===== src/rtl/att_pkg.sv =====
package att_pkg;
    localparam int ATT_WORD_W = 6;
    localparam int ATT_SEL_W  = 2;

    typedef enum logic {
        PH_BOOT = 1'b0,
        PH_RUN  = 1'b1
    } att_phase_e;
endpackage


===== src/rtl/att_preset_table.sv =====
module att_preset_table #(
    parameter int W     = 6,
    parameter int SEL_W = 2,
    localparam int NSEL = 1 << SEL_W
) (
    input  logic [SEL_W-1:0] sel_i,
    output logic [W-1:0]     code_o
);
    logic [W-1:0] tbl [NSEL];

    // entry 0 is the reference, the last entry is full scale less one step,
    // the ones between are single power-of-two weights counting up from the top
    for (genvar k = 0; k < NSEL; k++) begin : g_ent
        if (k == 0) begin : g_ref
            assign tbl[k] = '0;
        end else if (k == NSEL - 1) begin : g_top
            assign tbl[k] = {{(W-1){1'b1}}, 1'b0};
        end else begin : g_pow
            assign tbl[k] = W'(1) << (W - SEL_W + k - 1);
        end
    end

    assign code_o = tbl[sel_i];
endmodule


===== src/rtl/att_unit_map.sv =====
module att_unit_map #(
    parameter int W = 6,
    localparam int OUT_W = W + 1
) (
    input  logic [W-1:0]     word_i,
    output logic [OUT_W-1:0] half_o
);
    // one LSB of the word is one half-decibel unit
    assign half_o = OUT_W'(word_i);
endmodule


===== src/rtl/att_ctl_latch.sv =====
module att_ctl_latch
    import att_pkg::*;
#(
    parameter int W     = ATT_WORD_W,
    parameter int SEL_W = ATT_SEL_W,
    localparam int UNIT_W = W + 1
) (
    input  logic              clk_i,
    input  logic              por_ni,
    input  logic [W-1:0]      ctl_i,
    input  logic              latch_en_i,
    input  logic [SEL_W-1:0]  psel_i,
    output logic [W-1:0]      atten_o,
    output logic [UNIT_W-1:0] atten_half_o
);
    typedef struct packed {
        att_phase_e   phase;
        logic         le;
        logic [W-1:0] smp;
        logic [W-1:0] word;
    } st_t;

    st_t          st_d, st_q;
    logic [W-1:0] preset_w;

    att_preset_table #(.W(W), .SEL_W(SEL_W)) u_preset (
        .sel_i  (psel_i),
        .code_o (preset_w)
    );

    always_comb begin
        st_d       = st_q;
        st_d.le    = latch_en_i;
        st_d.smp   = ctl_i;
        if (st_q.phase == PH_BOOT) begin
            st_d.phase = PH_RUN;
            st_d.word  = latch_en_i ? ctl_i : preset_w;
        end else if (st_q.le) begin
            // transparent while high; on the falling edge this loads the
            // sample taken on the last high cycle, then the word holds
            st_d.word = st_q.smp;
        end
    end

    always_ff @(posedge clk_i or negedge por_ni) begin
        if (!por_ni) begin
            st_q <= '{phase: PH_BOOT, le: 1'b0, smp: '0, word: '0};
        end else begin
            st_q <= st_d;
        end
    end

    assign atten_o = st_q.word;

    att_unit_map #(.W(W)) u_units (
        .word_i (st_q.word),
        .half_o (atten_half_o)
    );
endmodule


===== config.mk =====
export PLATFORM = sky130hd
export DESIGN_NAME = att_ctl_latch
export DESIGN_NICKNAME = d
export VERILOG_FILES = /design/src/rtl/att_pkg.sv /design/src/rtl/att_preset_table.sv /design/src/rtl/att_unit_map.sv /design/src/rtl/att_ctl_latch.sv
export SDC_FILE = /design/constraint.sdc
export NUM_CORES = 1
export LEC_CHECK = 0
export BUFFER_PORTS_ARGS = -buffer_cell sky130_fd_sc_hd__buf_4
export CAP_MARGIN = 0
export CORE_UTILIZATION = 49
export CTS_CLUSTER_DIAMETER = 60
export CTS_CLUSTER_SIZE = 28
export DETAILED_ROUTE_END_ITERATION = 12
export GPL_ROUTABILITY_DRIVEN = 0
export PLACE_DENSITY_LB_ADDON = 0.08
export REMOVE_ABC_BUFFERS = 1
export SYNTH_ARGS = -nofsm -noshare
export SYNTH_HDL_FRONTEND = slang
export SYNTH_SLANG_ARGS = --single-unit

===== constraint.sdc =====
create_clock -name clk_i -period 2.6 [get_ports clk_i]
set_clock_uncertainty 0.15 [all_clocks]
set_input_delay 0.26 -clock clk_i [delete_from_list [all_inputs] [get_ports clk_i]]
set_output_delay 0.26 -clock clk_i [all_outputs]
set_load 0.005 [all_outputs]

After elaboration in Yosys (flattened, before gate mapping) --
Index checks and enable logic that the tools add are counted.
Cells by class: $lt $le $gt $ge 1, eq/ne operators 1, mux-type cells 6, bitwise logic cells 1
Operators with widths (count):
- $mux 6 | 5
- $bmux 6 s2 | 1
- $ge 3x3->1 const B | 1
- $not 2->3 | 1
- $ne 2x2->1 const B | 1
Word-level totals: register bits after elaboration 14, bits of input ports 11, output and inout port bits 13, word-level logic and storage cells 13

Longest topological paths before layout --
Gate-level depths: netlist of the first run.
word-level depth 6, gate-level depth with buffers 3

Cells and area by module --
A second synthesis of the first run with hierarchy kept.
Unflattened totals: cells, all modules 57, area, all modules 710.7 µm²
Modules (own cells, without submodules):
- att_ctl_latch | instances 1, cells an instance 42, area an instance 606.8 µm²
- att_unit_map | instances 1, cells an instance 8, area an instance 56.3 µm²
- att_preset_table | instances 1, cells an instance 7, area an instance 47.5 µm²

Least setup slack after synthesis of the first run --
Ideal clock, no wire load.
kind register to register, start register st_q[13] (netlist bit), end register st_q (netlist bit atten_o[1]), data arrival time 709 ps, path slack 1610 ps, stages on the path, launching flop included 4, period minus slack after synthesis 990 ps, cells stage by stage dfrtp_1 -> clkbuf_2 -> a21oi_1 -> a22oi_1
On the way: word-level cells in the longest chain between the ends 1, elaborated cells on any way between the ends 2
RTL lines:
- from (decl) | RTL line att_ctl_latch.sv:23 | st_t st_d, st_q;
- from (signal assigned) | RTL line att_ctl_latch.sv:47 | st_q <= '{phase: PH_BOOT, le: 1'b0, smp: '0, word: '0};
- from (signal assigned) | RTL line att_ctl_latch.sv:49 | st_q <= st_d;
- $ne 2x2->1 (no line) or $mux 6 (tied branches)
Parallel ways exist; a longest one is shown, timed or not. A chain may end at the register's enable or synchronous reset.

Final worst setup path of the first run --
start register st_q (netlist bit atten_o[5]), end output atten_half_o[5]
RTL lines:
- to (decl) | RTL line att_ctl_latch.sv:14 | output logic [UNIT_W-1:0] atten_half_o
No word-level cell between the ends.

==> results of run 1 <==
-- repair_timing --
| item | 4_1_cts | 5_1_grt |
|---|---|---|
| hold buffers | 7 | 0 |
| hold endpoints to repair | 20 | 0 |
| gates resized for setup | 0 | 0 |
-- final timing paths --
| path | to | slack, ns | from | cells after the start |
|---|---|---|---|---|
| min reg2reg | atten_o[0]$_DFFE_PN0P_ | 0.43 | st_q[6]$_DFF_PN0_ | 2 |
| max | atten_half_o[5] | 1.37 | atten_o[5]$_DFFE_PN0P_ | 1 |
| min | st_q[12]$_DFF_PN0_ | 0.02 | latch_en_i | 1 |
| max in group asynchronous | atten_o[3]$_DFFE_PN0P_ | 1.92 | por_ni | 2 |
| min in group asynchronous | atten_o[2]$_DFFE_PN0P_ | 0.22 | por_ni | 2 |
| max reg2reg | atten_o[0]$_DFFE_PN0P_ | 1.45 | st_q[12]$_DFF_PN0_ | 2 |
-- layout make-up --
cell class                 count  area share [%]
tap                           14           2.141
timing repair buffer          29           28.75
clock buffer                   4           4.434
sequential                    14           42.81
multi-input combinational     21           21.87
-- where the power goes --
group | internal (mW) | switching, mW | leakage [nW]
Combinational | 0.0537 | 0.0300 | 0.237
Sequential | 0.234 | 0.0147 | 0.164
Clock | 0.0850 | 0.0667 | 0.0210
Total | 0.373 | 0.111 | 0.422
-- flip-flops by register name, summed over array words and instances, names as in the netlist --
register / cells
st_q: 8
atten_o: 6
-- per-layer routing --
metal	wire length [um]	track usage [%]	vias up	share of wire, %
met5	0	0	-	0
met2	666	35.59	18	58
met3	53	5.233	2	4.6
met1	419	20.85	213	37
li1	-	-	190	-
met4	7	10.34	0	0.61
-- kinds of logic (layout without fill, tap and decap cells) --
logic type,count (synthesis),count (layout),synth area share (%)
AOI/OAI and AO/OA,6,6,5.768
buffers and inverters,16,33,18.65
DFF,14,14,53.85
muxes,11,11,16.92
other,2,2,1.154
and+or+nand+nor,2,2,3.653
-- layout by cell type (no fill, tap or decap) --
| master | count |
|---|---|
| buf_4 | 22 |
| dfrtp_1 | 14 |
| mux2i_1 | 11 |
| dlygate4sd3_1 | 7 |
| a21oi_1 | 3 |
| a22oi_1 | 3 |
| clkbuf_4 | 3 |
| conb_1 | 2 |
| nand3b_4 | 1 |
| nand2_1 | 1 |
| clkbuf_8 | 1 |
==> results.ini, run 1 <==
[critical_path]
slowest_stage = dfrtp_1
crit_family = flip-flops
crit_type = flip-flop to output port
start_kind = flip-flop
cp_slowest_stage_delay_ns = 0.40
arrival_ns = 0.82
endpoint_kind = output port
path_cells = buf_4
crit_fanout = 3
crit_buf_inv = 1
required_ns = 2.19

[cells_and_area]
n_antenna_cell = 0
drive_gt1_share_pct = 39.71
final_util_pct = 69.87
n_fill_cell = 83
seq_area_um2 = 350.3
fin_nets = 80
multi_input_area_um2 = 178.9
fin_cells = 82
area_growth_syn_to_layout_pct = 25.77
fin_area_um2 = 818.3

[global_routing]
antenna_found_initial = 0
grt_pass1_vias = 449
grt-ovfl-total = 0
grt_use_total_pct = 19.80
grt_max_degree = 15
grt_pass1_wl_um = 1849

[cts]
postCtsSetupRepairBufs = 0
cts_tree = built
clock_latency_ns = 0.27
htree_num_levels = 1
cts_buffers = 3
root_buffer = clkbuf_4
clkSinkCount = 14
clockBufferDepth = 2
path_clk_slew_ns = 0.08

[die]
die_h_um = 38.44
die_w_um = 38.44
num_io_pins = 24
rows = 12
initial_core_util_pct = 55.56
core_um2 = 1171
dieArea_um2 = 1478

[timing]
drv_slew = 0
fin_ws_ns = 1.366
fin_crit_ns = 1.234
rsz0062_at_grt = no
setup_viol = 0
hold_violations = 0
fin_hold_ws_ns = 0.02029
tns_ns = 0
fmaxAchievable_ghz = 0.8105
fin_crit_sh_pct = 47.45

[detailed_routing]
drt_iter0_markers = 7
finalWirelength_um = 1146
num_vias = 423
wl_per_cell_um = 13.98
drtPass1Iterations = 4
routed_via_density = 5.159
drc = 0
ant_nets = 0

[pwr]
ir_drop_uv = 329.1
finalPower_mw = 0.4840
power_density_nw_per_um2 = 591.5
p_leak_nw = 0.4222

[synth]
yosysWarnings = 0
synthFlopType = dfrtp_1
synth_common_cells = buf_4 (14), dfrtp_1 (14), mux2i_1 (11)
yosysTopAreaCellShare_pct = 53.85
synthArstFlopShare_pct = 100.0
ys_seq_area_share_pct = 53.85
yosys.area.top_type = dfrtp_1
synth_edf_count = 0
syn_area_per_cell_um2 = 12.76
synthCells = 51
netlist_area_um2 = 650.6
ys_top_cells_by_area = dfrtp_1 (54%), mux2i_1 (17%), buf_4 (16%), a22oi_1 (3.5%), nand3b_4 (3.1%)
synth-seq-cells = 14
yosysUniqueCellTypes = 10

[placement]
dp_cells = 71
dpl_worst_slack_ns = 1.455
place_area_um2 = 711.9
portBuffers = 22

[hold_path]
hold_class = primary input to flip-flop

[status]
status = finished, final reports clean

[run]
maxCapViolations = 0

No activity file was read; power rests on OpenSTA's default activity.
==> inputs of run 2 (changes only) <==
--- a/config.mk
+++ b/config.mk
@@ -7,7 +7,7 @@
 export LEC_CHECK = 0
 export BUFFER_PORTS_ARGS = -buffer_cell sky130_fd_sc_hd__buf_4
 export CAP_MARGIN = 0
-export CORE_UTILIZATION = 49
+export CORE_UTILIZATION = 41
 export CTS_CLUSTER_DIAMETER = 60
 export CTS_CLUSTER_SIZE = 28
 export DETAILED_ROUTE_END_ITERATION = 12
==> constraint.sdc (replaced) <==
create_clock -name clk_i -period 1.1 [get_ports clk_i]
set_clock_uncertainty 0.15 [all_clocks]
set_input_delay 0.11 -clock clk_i [delete_from_list [all_inputs] [get_ports clk_i]]
set_output_delay 0.11 -clock clk_i [all_outputs]
set_load 0.005 [all_outputs]
==> run 2 against run 1 <==
  * The flow now finishes with violations (negative setup slack)
  * Final area increased by 9.8%
  * Total power grew 150%
  * Critical path depth stayed put
  * Sequential share of layout area fell by 3.5 points
  * Register-to-register slack lost 1.4 ns
  * Worst setup slack got worse by 1.4 ns
  * Utilization shrank 9.5 points
  * Sequential power grew 140%
  * Combinational power grew to 2.8 times the previous value
  * Hold slack better by 0.038 ns
  * Wire length down 1.9%
  * Critical endpoint is now atten_o[5]
  * Largest cell class unchanged
  * Largest power group unchanged
  * Highest routed layer is now met3
==> results.ini, run 2 (synthesis results as in run 1) <==
[critical_path]
crit_buf_inv = 1  ; unchanged
cp_slowest_stage_delay_ns = 0.42  ; +0.02 ns
r2r_setup_slack_ns = 0.05  ; -1.40 ns
path_cells = buf_4
required_ns = 0.84  ; -1.35 ns
endpoint_kind = output port
start_kind = flip-flop
arrival_ns = 0.85  ; +0.03 ns
crit_fanout = 3  ; unchanged
slowest_stage = dfrtp_1
r2r-end = atten_o[3]$_DFFE_PN0P_
reg2reg_depth = 2  ; unchanged
crit_family = flip-flops
reg2reg_from = st_q[12]$_DFF_PN0_
cp_num_cells = 1  ; unchanged
crit_type = flip-flop to output port

[global_routing]
grt_pass1_wl_um = 1814  ; -1.9%
grt_max_degree = 15  ; unchanged
grt_use_total_pct = 14.35  ; -5.4 points
grt-ovfl-total = 0  ; unchanged
grt_pass1_vias = 402  ; -10%
antenna_found_initial = 0  ; unchanged

[cells_and_area]
final_util_pct = 60.34  ; -9.5 points
seq_area_um2 = 352.8  ; +0.71%
n_antenna_cell = 0  ; unchanged
multi_input_area_um2 = 178.9  ; unchanged
fin_area_um2 = 898.4  ; +9.8%
regMostFlops = st_q
fin_nets = 85  ; +6.3%
fin_cells = 89  ; +8.5%
final_cell_mix = buf_4 (16), dfrtp_1 (12), mux2i_1 (11), dlygate4sd3_1 (10), buf_6 (8)
layout_commonest_cell = buf_4
drive_gt1_share_pct = 42.47  ; +2.8 points
area_growth_syn_to_layout_pct = 38.08
largest_reg_flops = 8  ; unchanged
n_fill_cell = 130  ; +57%

[die]
num_io_pins = 24  ; unchanged
core_um2 = 1489  ; +27%
die_h_um = 41.84  ; +8.8%
initial_core_util_pct = 43.70  ; -12 points
dieArea_um2 = 1750  ; +18%
rows = 14  ; +2
die_w_um = 41.84  ; +8.8%

[cts]
clock_latency_ns = 0.28  ; about the same
root_buffer = clkbuf_4
htree_num_levels = 1  ; unchanged
cts_buffers = 3  ; unchanged
clockBufferDepth = 2  ; unchanged
cts_tree = built
clkSinkCount = 14  ; unchanged
path_clk_slew_ns = 0.08  ; about the same

[placement]
portBuffers = 22  ; unchanged
place_hpwl_um = 739.7
dp_cells = 73  ; +2.8%
place_area_um2 = 714.4  ; +0.35%

[status]
violations = negative setup slack
status = finished with violations

[hold_path]
hold_class = primary input to async pin

[detailed_routing]
wl_per_cell_um = 12.63  ; -9.6%
drc = 0  ; unchanged
routed_via_density = 4.719  ; -8.5%
ant_nets = 0  ; unchanged
drt_iter0_markers = 6  ; -1
num_vias = 420  ; -0.71%
drtPass1Iterations = 2  ; -2
finalWirelength_um = 1124  ; -1.9%

[pwr]
power_density_nw_per_um2 = 1328  ; +120%
p_leak_nw = 0.4519  ; +7.0%
ir_drop_uv = 1169  ; +260%

[timing]
fin_crit_sh_pct = 100.6
fmaxAchievable_ghz = 0.9033
setup_viol = 2  ; +2
fin_ws_ns = -0.007069  ; -1.373 ns
hold_violations = 0  ; unchanged
drv_slew = 0  ; unchanged
fin_crit_ns = 1.107
tns_ns = -0.01136  ; -0.01136 ns
rsz0062_at_grt = yes

[run]
maxCapViolations = 0  ; unchanged

run 2: how the worst max path moves through the flow:
stage	startpoint	end
6_report	atten_o[5]$_DFFE_PN0P_	atten_o[5]
5_1_grt	atten_o[5]$_DFFE_PN0P_	atten_o[5]
4_1_cts	atten_o[2]$_DFFE_PN0P_	atten_half_o[2]
3_5_place_dp	st_q[12]$_DFF_PN0_	atten_o[3]$_DFFE_PN0P_
3_3_place_gp	st_q[12]$_DFF_PN0_	atten_o[4]$_DFFE_PN0P_
2_1_floorplan	st_q[12]$_DFF_PN0_	atten_o[1]$_DFFE_PN0P_
run 2: final cells by class:
| type | instances | share of cell area [%] |
|---|---|---|
| Multi-Input combinational cell | 21 | 19.92 |
| Timing Repair Buffer | 34 | 34.54 |
| Tap cell | 16 | 2.228 |
| Sequential cell | 14 | 39.28 |
| Clock buffer | 4 | 4.039 |
run 2: worst register-to-register path, stage by stage (launching register included):
cell	delay (ns)
dfrtp_2	0.47
mux2i_1	0.22
a22oi_1	0.09
run 2: power breakdown:
group          switching [mW]  internal, mW  total, mW
registers              0.0394         0.554      0.593
logic                  0.0710         0.160      0.232
clock network           0.167         0.201      0.368
total                   0.277         0.915       1.19
run 2: per-layer routing:
| metal | part of all wire, % | up-vias | track usage, % |
|---|---|---|---|
| li1 | - | 201 | - |
| met1 | 41 | 200 | 17.61 |
| met2 | 53 | 19 | 23.75 |
| met3 | 5.3 | 0 | 6.522 |
| met4 | 0 | 0 | 1.935 |
| met5 | 0 | - | 0 |
run 2: timing repair:
action	4_1_cts	5_1_grt
gates resized for setup	1	9
setup endpoints to repair	10	14
hold buffers	9	1
buffers inserted	0	2
gates cloned	0	0
hold endpoints to repair	24	1
pin swaps	0	0
run 2: through the flow:
step / setup WS [ns] / hold WS [ns] / power (mW)
3_3_place_gp: -0.009467 / -0.1795 / 0.7710
6_report: -0.007069 / 0.05874 / 1.193
4_1_cts: -0.005330 / 0.0006487 / 1.167
2_1_floorplan: 0.07409 / -0.3356 / 0.6432
5_1_grt: -0.04657 / 0.06025 / 1.254
3_5_place_dp: -0.05752 / -0.1818 / 0.7738
